--- src/rtl/smb_host_pkg.sv ---
// Shared definitions for the SMBus host register front end.
// Holds the register offsets and the protocol code set; assumes a 3-bit code field.
package smb_host_pkg;

    localparam logic [5:0] OFS_STAT = 6'd0;
    localparam logic [5:0] OFS_CTRL = 6'd2;
    localparam logic [5:0] OFS_CMD  = 6'd3;
    localparam logic [5:0] OFS_TADR = 6'd4;
    localparam logic [5:0] OFS_D0   = 6'd5;
    localparam logic [5:0] OFS_D1   = 6'd6;
    localparam logic [5:0] OFS_BLK  = 6'd7;

    localparam logic [2:0] PC_QUICK = 3'd0;
    localparam logic [2:0] PC_BYTE  = 3'd1;
    localparam logic [2:0] PC_BDATA = 3'd2;
    localparam logic [2:0] PC_WORD  = 3'd3;
    localparam logic [2:0] PC_BLOCK = 3'd5;

    // True for the protocol codes the engine understands.
    function automatic logic proto_ok(input logic [2:0] code);
        return (code == PC_QUICK) || (code == PC_BYTE) || (code == PC_BDATA) ||
               (code == PC_WORD)  || (code == PC_BLOCK);
    endfunction

    // True for codes whose read completion returns data0 (data1 only for words).
    function automatic logic proto_returns(input logic [2:0] code);
        return (code == PC_BYTE) || (code == PC_BDATA) ||
               (code == PC_WORD) || (code == PC_BLOCK);
    endfunction

endpackage

--- src/rtl/smb_blk_buf.sv ---
// Block transfer buffer with a software port and an engine port.
// Both ports read combinationally; when both write the same entry in one
// cycle the engine write wins. Assumes DEPTH is a power of two.
module smb_blk_buf #(
    parameter int unsigned DEPTH = 32,
    parameter int unsigned DW    = 8,
    localparam int unsigned IW   = $clog2(DEPTH)
) (
    input  logic          clk,
    input  logic          rst_n,
    input  logic          host_we,
    input  logic [IW-1:0] host_idx,
    input  logic [DW-1:0] host_wdata,
    output logic [DW-1:0] host_rdata,
    input  logic          eng_we,
    input  logic [IW-1:0] eng_idx,
    input  logic [DW-1:0] eng_wdata,
    output logic [DW-1:0] eng_rdata
);

    logic [DW-1:0] mem [DEPTH];

    // Storage update: software write first, engine write overrides.
    always_ff @(posedge clk) begin
        if (!rst_n) begin
            for (int i = 0; i < DEPTH; i++) mem[i] <= '0;
        end else begin
            if (host_we) mem[host_idx] <= host_wdata;
            if (eng_we)  mem[eng_idx]  <= eng_wdata;
        end
    end

    // Read ports.
    assign host_rdata = mem[host_idx];
    assign eng_rdata  = mem[eng_idx];

endmodule

--- src/rtl/smb_buf_index.sv ---
// Auto-incrementing buffer index shared by reads and writes of the block
// data register. Clear has priority over a step in the same cycle.
module smb_buf_index #(
    parameter int unsigned DEPTH = 32,
    localparam int unsigned IW   = $clog2(DEPTH)
) (
    input  logic          clk,
    input  logic          rst_n,
    input  logic          clr,
    input  logic          step,
    output logic [IW-1:0] idx
);

    localparam logic [IW-1:0] LAST = IW'(DEPTH - 1);

    // Index register: clear, wrap after the last entry, else advance.
    always_ff @(posedge clk) begin
        if (!rst_n)           idx <= '0;
        else if (clr)         idx <= '0;
        else if (step)        idx <= (idx == LAST) ? '0 : idx + 1'b1;
    end

    AST_IDX_WRAP: assert property (@(posedge clk) disable iff (!rst_n)
        (step && !clr && idx == LAST) |=> (idx == '0));
    AST_IDX_CLR: assert property (@(posedge clk) disable iff (!rst_n)
        clr |=> (idx == '0));

endmodule

--- src/rtl/smb_txn_ctrl.sv ---
// Transaction launch control: decides whether a start launches, flags an
// invalid protocol code, and holds the request until the engine acknowledges.
// Assumes eng_ack is a single-cycle pulse; an ack with no request is ignored.
module smb_txn_ctrl
    import smb_host_pkg::*;
(
    input  logic       clk,
    input  logic       rst_n,
    input  logic       start,
    input  logic [2:0] code,
    input  logic       eng_ack,
    output logic       busy,
    output logic       launch,
    output logic       bad_code,
    output logic       finish
);

    // Launch decode: starts while busy are dropped entirely.
    assign launch   = start && !busy && proto_ok(code);
    assign bad_code = start && !busy && !proto_ok(code);
    assign finish   = busy && eng_ack;

    // Busy flag: set on launch, cleared on acknowledge.
    always_ff @(posedge clk) begin
        if (!rst_n)      busy <= 1'b0;
        else if (finish) busy <= 1'b0;
        else if (launch) busy <= 1'b1;
    end

    AST_BAD_NO_REQ: assert property (@(posedge clk) disable iff (!rst_n)
        bad_code |=> !busy);
    AST_DROP_ON_ACK: assert property (@(posedge clk) disable iff (!rst_n)
        finish |=> !busy);
    AST_HOLD_REQ: assert property (@(posedge clk) disable iff (!rst_n)
        (busy && !eng_ack) |=> busy);

endmodule

--- src/rtl/smb_host_regs.sv ---
// SMBus host register front end (top). Decodes the byte register window,
// launches one engine request per valid start, freezes the transfer
// arguments for the request lifetime and collects completion data.
// Assumes reg_wr and reg_rd are never both high and that the engine keeps
// eng_ack low when no request is pending.
module smb_host_regs
    import smb_host_pkg::*;
#(
    parameter int unsigned BUF_DEPTH = 32,
    localparam int unsigned IW       = $clog2(BUF_DEPTH)
) (
    input  logic          clk,
    input  logic          rst_n,
    input  logic          reg_wr,
    input  logic          reg_rd,
    input  logic [5:0]    reg_ofs,
    input  logic [7:0]    reg_wdata,
    output logic [7:0]    reg_rdata,
    output logic          eng_req,
    output logic [2:0]    eng_proto,
    output logic          eng_rnw,
    output logic [6:0]    eng_taddr,
    output logic [7:0]    eng_cmd,
    output logic [7:0]    eng_d0,
    output logic [7:0]    eng_d1,
    input  logic          eng_ack,
    input  logic          eng_err,
    input  logic [7:0]    eng_rd0,
    input  logic [7:0]    eng_rd1,
    input  logic [IW-1:0] eng_buf_idx,
    input  logic          eng_buf_we,
    input  logic [7:0]    eng_buf_wdata,
    output logic [7:0]    eng_buf_rdata
);

    logic [4:0] ctl_q;
    logic [7:0] cmd_q, tadr_q, d0_q, d1_q;
    logic       done_q, err_q;
    logic       busy, launch, bad_code, finish;
    logic [IW-1:0] idx;
    logic [7:0] blk_rdata;

    // Access decode.
    logic wr_stat, wr_ctl, rd_ctl, blk_acc, blk_wr, start;
    assign wr_stat = reg_wr && (reg_ofs == OFS_STAT);
    assign wr_ctl  = reg_wr && (reg_ofs == OFS_CTRL);
    assign rd_ctl  = reg_rd && (reg_ofs == OFS_CTRL);
    assign blk_wr  = reg_wr && (reg_ofs == OFS_BLK);
    assign blk_acc = (reg_wr || reg_rd) && (reg_ofs == OFS_BLK);
    assign start   = wr_ctl && reg_wdata[6];

    smb_txn_ctrl u_ctrl (
        .clk      (clk),
        .rst_n    (rst_n),
        .start    (start),
        .code     (reg_wdata[4:2]),
        .eng_ack  (eng_ack),
        .busy     (busy),
        .launch   (launch),
        .bad_code (bad_code),
        .finish   (finish)
    );

    smb_buf_index #(.DEPTH(BUF_DEPTH)) u_idx (
        .clk   (clk),
        .rst_n (rst_n),
        .clr   (wr_stat || rd_ctl),
        .step  (blk_acc),
        .idx   (idx)
    );

    smb_blk_buf #(.DEPTH(BUF_DEPTH), .DW(8)) u_buf (
        .clk        (clk),
        .rst_n      (rst_n),
        .host_we    (blk_wr),
        .host_idx   (idx),
        .host_wdata (reg_wdata),
        .host_rdata (blk_rdata),
        .eng_we     (eng_buf_we),
        .eng_idx    (eng_buf_idx),
        .eng_wdata  (eng_buf_wdata),
        .eng_rdata  (eng_buf_rdata)
    );

    // Software-written registers and completion write-back.
    always_ff @(posedge clk) begin
        if (!rst_n) begin
            ctl_q  <= '0;
            cmd_q  <= '0;
            tadr_q <= '0;
            d0_q   <= '0;
            d1_q   <= '0;
        end else begin
            if (wr_ctl)                          ctl_q  <= reg_wdata[4:0];
            if (reg_wr && reg_ofs == OFS_CMD)    cmd_q  <= reg_wdata;
            if (reg_wr && reg_ofs == OFS_TADR)   tadr_q <= reg_wdata;
            if (reg_wr && reg_ofs == OFS_D0)     d0_q   <= reg_wdata;
            if (reg_wr && reg_ofs == OFS_D1)     d1_q   <= reg_wdata;
            if (finish && eng_rnw && !eng_err && proto_returns(eng_proto)) begin
                d0_q <= eng_rd0;
                if (eng_proto == PC_WORD) d1_q <= eng_rd1;
            end
        end
    end

    // Status flags: a status write clears, events set afterwards win.
    always_ff @(posedge clk) begin
        if (!rst_n) begin
            done_q <= 1'b0;
            err_q  <= 1'b0;
        end else begin
            if (wr_stat) begin
                done_q <= 1'b0;
                err_q  <= 1'b0;
            end
            if (bad_code)            err_q  <= 1'b1;
            if (finish && eng_err)   err_q  <= 1'b1;
            if (finish && !eng_err)  done_q <= 1'b1;
        end
    end

    // Argument snapshot taken at launch and held for the request lifetime.
    always_ff @(posedge clk) begin
        if (!rst_n) begin
            eng_proto <= '0;
            eng_rnw   <= 1'b0;
            eng_taddr <= '0;
            eng_cmd   <= '0;
            eng_d0    <= '0;
            eng_d1    <= '0;
        end else if (launch) begin
            eng_proto <= reg_wdata[4:2];
            eng_rnw   <= tadr_q[0];
            eng_taddr <= tadr_q[7:1];
            eng_cmd   <= cmd_q;
            eng_d0    <= d0_q;
            eng_d1    <= d1_q;
        end
    end

    assign eng_req = busy;

    // Read data multiplexer.
    always_comb begin
        unique case (reg_ofs)
            OFS_STAT: reg_rdata = {5'b0, err_q, done_q, busy};
            OFS_CTRL: reg_rdata = {3'b0, ctl_q};
            OFS_CMD:  reg_rdata = cmd_q;
            OFS_TADR: reg_rdata = tadr_q;
            OFS_D0:   reg_rdata = d0_q;
            OFS_D1:   reg_rdata = d1_q;
            OFS_BLK:  reg_rdata = blk_rdata;
            default:  reg_rdata = 8'h00;
        endcase
    end

    AST_ARGS_STABLE: assert property (@(posedge clk) disable iff (!rst_n)
        (eng_req && !eng_ack) |=>
        $stable({eng_proto, eng_rnw, eng_taddr, eng_cmd, eng_d0, eng_d1}));
    AST_REQ_CAUSE: assert property (@(posedge clk) disable iff (!rst_n)
        $rose(eng_req) |-> $past(reg_wr && reg_ofs == OFS_CTRL && reg_wdata[6]));
    AST_DONE_ON_ACK: assert property (@(posedge clk) disable iff (!rst_n)
        (eng_req && eng_ack && !eng_err && !wr_stat) |=> reg_ofs != OFS_STAT || reg_rdata[1]);

endmodule

--- config.mk ---
export PLATFORM = sky130hd
export DESIGN_NAME = smb_host_regs
export DESIGN_NICKNAME = d
export VERILOG_FILES = /design/src/rtl/smb_host_pkg.sv /design/src/rtl/smb_blk_buf.sv /design/src/rtl/smb_buf_index.sv /design/src/rtl/smb_txn_ctrl.sv /design/src/rtl/smb_host_regs.sv
export SDC_FILE = /design/constraint.sdc
export NUM_CORES = 1
export LEC_CHECK = 0
export BUFFER_PORTS_ARGS = -buffer_cell sky130_fd_sc_hd__clkbuf_2
export CAP_MARGIN = 20
export CORE_MARGIN = 2
export CORE_UTILIZATION = 57
export CTS_CLUSTER_SIZE = 28
export DETAILED_ROUTE_END_ITERATION = 12
export PLACE_DENSITY = 0.75
export REMOVE_ABC_BUFFERS = 1
export SETUP_SLACK_MARGIN = 0.2
export SLEW_MARGIN = 10
export SYNTH_ARGS = -nofsm -noshare
export SYNTH_HDL_FRONTEND = slang
export SYNTH_SLANG_ARGS = --single-unit
--- constraint.sdc ---
create_clock -name clk -period 2.7 [get_ports clk]
set_input_delay 0.135 -clock clk [delete_from_list [all_inputs] [get_ports clk]]
set_output_delay 0.135 -clock clk [all_outputs]
set_load 0.02 [all_outputs]
; Word level (Yosys, flattened, before mapping)
; Memory sizes are Yosys's and may differ from the RTL's. A register that Yosys moved wholly into a read port is not among the register bits.
; Index checks and enable logic that the tools add are counted.
[totals]
reg_bits = 80
mem_bits_rw = 256
in_bits = 50
wordCells = 99
mem_count = 1
[mem_list]
columns = name, words, width, rd, rd_ports_with_merged_regs, write_ports, line_no
row1 = u_buf.mem, 32, 8, 2, 1, 32, smb_blk_buf.sv:21  ; logic [DW-1:0] mem [DEPTH];
[op_classes]
n_addsub = 1
n_eq_ne = 15
n_mux = 26
bitwise = 1
n_reduce_logical = 40
[ops]
columns = op, n
row1 = 8-bit two-way mux, 7
row2 = 8-bit one-hot mux with 7 select lines, 1
row3 = 5-bit two-way mux, 5
row4 = "6-bit by 3-bit == test with 1-bit output, second input constant", 4
row5 = 1-bit logical AND, 19
row6 = 8-bit OR reduction, 2
row7 = 1-bit two-way mux, 13
row8 = "3-bit by 2-bit == test with 1-bit output, second input constant", 4
row9 = "6-bit by 2-bit == test with 1-bit output, second input constant", 2
row10 = 1-bit logical OR, 9
row11 = "3-bit by 1-bit == test with 1-bit output, second input constant", 2
row12 = "3-bit == test, second input constant", 2
row13 = 6-bit logical NOT, 1
row14 = "5-bit by 1-bit adder with 5-bit output, second input constant", 1
row15 = "5-bit == test, second input constant", 1
row16 = 2-bit nonzero test, 2
row17 = 2-bit OR reduction, 2
row18 = 1-bit logical NOT, 3
row19 = 3-bit logical NOT, 1
row20 = 3-bit nonzero test, 1
row21 = 1-bit NOT, 1

; Logic depth before layout (Yosys ltp)
[depth]
ltp_word = 9
mapped_depth = 8

; Hierarchy
; From an unflattened synthesis, not the netlist that was laid out.
[unflattened]
hier_cells = 1619
hier_area_um2 = 19323.5
[by_module_without_submodules]
columns = module, instances, cells_per_inst, area_per_inst_um2, seq_area_each_um2
row1 = smb_blk_buf, 1, 1259, 15527.4, 7687.4
row2 = smb_host_regs, 1, 329, 3455.8, 1481.4
row3 = smb_buf_index, 1, 23, 252.7, 100.1
row4 = smb_txn_ctrl, 1, 8, 87.6, 20.0

; Worst setup path after synthesis
; OpenSTA, ideal clock, no wires.
[synth_timing]
path_kind = reg-to-output
start = register (tool-made name)
end = output port reg_rdata[3]
arrival_time_ns = 2.057
required_ns = 2.565
path_slack_ns = 0.508
path_stages_with_launch = 8
path_buffers = 2
cell_sequence = dfxtp_1 -> buf_1 -> clkbuf_1 -> mux4_2 -> nor2_1 -> nor3_1 -> nor2_1 -> o21ai_0
[synth_rtl]
columns = item, line_no
row1 = end: declaration, smb_host_regs.sv:18  ; output logic [7:0] reg_rdata,

==> impl_results.md <==
* RR Startpoint: u_idx.idx[0]
* Via/cell ratio at 7.46
* RSZ-0062 raised after global routing: yes
* Final hold vios at 0
* Final antenna-violating net count at 0
* Worst Skew at 0.00924 ns
* Initial Util at 57.9%
* Critical path class: reg -> out
* Hpwl dp at 42900 um
* Core Util, Final at 67.4%
* First-pass GRT wire length at 94300 um
* CP Capture Point: reg_rdata[4]
* Sequential fraction of the synthesis area at 49.9%
* Vias at 15200
* Final-report max-slew violation count at 0
* Die span in x at 186 um
* Most frequent cells in the layout: a22o_1 (256), edfxtp_1 (256), mux4_2 (124), clkbuf_2 (92), buf_4 (83)
* Max_cap viols at 0
* Setup violations, final at 6
* Startpoint types: register
* Worst setup slack after layout at -0.153 ns
* Met1 GRT Util at 49.2%
* Primary FF master, synth: edfxtp_1
* CP peak stage delay at 0.48 ns
* Reg2Reg Setup Slack at 0.48 ns
* Peak VDD IR at 0.513 mV
* CTS sink cnt at 341
* Largest net degree at the start of global routing at 52
* Failing checks: negative setup slack
* Initial DRC Count at 2360
* Wire length per cell at 32.3 um
* Cell Chain, Critical Path: buf_4 > nand2b_1 > nor2_1 > nor3_1 > o211ai_1 > nand2_1 > clkbuf_2
* H-Tree Depth at 2
* Fin area at 0.0219 sq mm
* Reg-to-reg endpoint: u_buf.mem[3][1]
* PnR Total Power at 0.0121 W
* Port Buf Inserts at 101
* # placed instances at 1924
* CP Max Fanout at 9
* CTS root buf: clkbuf_16
* Hold crit path type: in -> reg
* Busiest grt layer: met2
* Clock insertion delay at the later pin of the skew report at 0.54 ns
* Nets at 1616
* Cell row count at 66
* Crit path DAT at 2.72 ns
* Yosys Warn Count at 0
* Status: complete, but fails checks
* Minimum clock period at 2.85 ns
* LEAKAGE at 8.15 nW
* Pwr dens at 553 mW/mm^2
* WP data required at 2.57 ns
* Crit end category: primary output
* TNS Setup at -0.606 ns
* Die ar. at 0.0345 sq mm
* Global route overflow at 0
* Longest Clk Path Bufs at 3
* IO Pins at 102
* Antenna Cells at 0
* Area growth, synth to finish at 16.5%
* Clock buffer count from CTS at 38
* Non-Filler Instances at 2031
* Antenna violations before repair at 2
* Worst-path clk slew at 0.06 ns
* Routing usage on met3 at 11.8%
* Mapped Cells at 1433
* CP max-delay cell: nor3_1
* Number of enable flip-flop cells after synthesis at 256
* Core Region at 0.0325 sq mm
* Vias in the first global route at 14600
* DR pass1 iterations at 8
* Worst Max-Slew Pin Slew at 1.19 ns
* Layout cells sized above 1 at 28.9%
* GPL Wtd Cong at 1.04
* Worst rel slew slack at 20.8%
* WL final at 65600 um
* Cell variety after synth at 60
* CTS tree: built
* Mapped Area at 0.0188 sq mm
* Tot GR Track Use at 38.2%
* GRT met2 Usage at 57.0%
* Worst r2r path cells at 6
* Syn_area_per_cell at 13.1 sq um
* Seq cells post-synth at 341
* Ys async rst share at 0%
* Die Ht at 186 um
* Remaining routing DRC violations at 0
* Fmax at 350 MHz
* Final period utilization at 106%
* Placed inst area at 0.0200 sq mm
==> worst min path at each step <==
stage	start	endpoint	slack (ns)	depth (start not counted)
final	reg_rd	register	0.09	4
after global routing	reg_rd	register	0.11	4
after CTS	reg_rd	register	0.07	4
after detailed placement	eng_rd0[5]	d0_q[5]	0.38	2
after global placement	eng_rd1[5]	d1_q[5]	0.38	2
after floorplan	rst_n	err_q	0.25	1
==> where the power goes <==
part	switching, W	leakage (nW)	internal [W]	total [W]
registers	0.000203	3.13	0.00585	0.00605
logic	0.000705	4.44	0.000407	0.00111
clock network	0.00216	0.579	0.00280	0.00496
==> area by class of cell <==
type,count,area (sq um)
inverters,11,41.3
clock inverters,25,169
multi-input cells,946,9000
well taps,442,553
fillers,2330,10600
flip-flops and latches,341,9400
repair buffers,223,1770
clock buffers,43,1010
==> per-stage QoR <==
step | worst slack (ns) | hold WS [ns]
after floorplan | -1.15 | 0.252
after global placement | 0.248 | 0.382
after detailed placement | 0.236 | 0.381
after CTS | -0.0462 | 0.0666
after global routing | -0.130 | 0.106
final | -0.153 | 0.0916
==> critical path, delay by kind of cell, from the launching register on <==
kind / cells / cell delay [ns]
AO/OA/AOI/OAI: 1 / 0.32
buffers and inverters: 2 / 0.42
flip-flops: 1 / 0.44
AND/OR/NAND/NOR: 4 / 0.99
==> layer usage <==
layer	part of all wire, %	vias up
met1	34	7323
met2	44	1397
li1	-	6100
met4	7.0	4
met3	15	334
met5	0.049	-
==> state kept, by name, indices dropped and copies added (netlist names), named ones only <==
signal and cells:
eng_proto 3, d1_q 8, eng_rnw 1, cmd_q 8, eng_taddr 7, u_ctrl.busy 1
ctl_q 5, eng_cmd 8, eng_d1 8, u_buf.mem 256, done_q 1, u_idx.idx 5
tadr_q 8, eng_d0 8, d0_q 8, err_q 1
==> synth_stat cells (30+ instances only) <==
library cell	n	area [sq um]
a22o_1	256	2240
a22oi_1	38	285
clkbuf_1	104	390
dfxtp_1	85	1700
edfxtp_1	256	7690
mux2i_1	73	731
mux4_2	124	2790
nand2_1	82	308
nand3_1	30	150
nand3b_1	37	278
nor2_1	64	240
nor2b_1	50	313
==> what timing repair did <==
action                                  4_1_cts  5_1_grt
endpoints found under the setup margin        8       10
setup buffers                                10        5
hold buffers                                 20        0
cloned                                        3        0
pin swaps                                    10        4
resized for setup                            50       10
hold endpoints to repair                     23        0
==> logic make-up after synthesis <==
| logic type | synth area share [%] |
|---|---|
| compound gates | 16.8 |
| fa+ha+maj | 0.332 |
| buf+inv | 3.18 |
| flops | 49.9 |
| mux | 19.2 |
| simple gates | 10.6 |
Note: power is estimated with default switching activity, not from simulation.
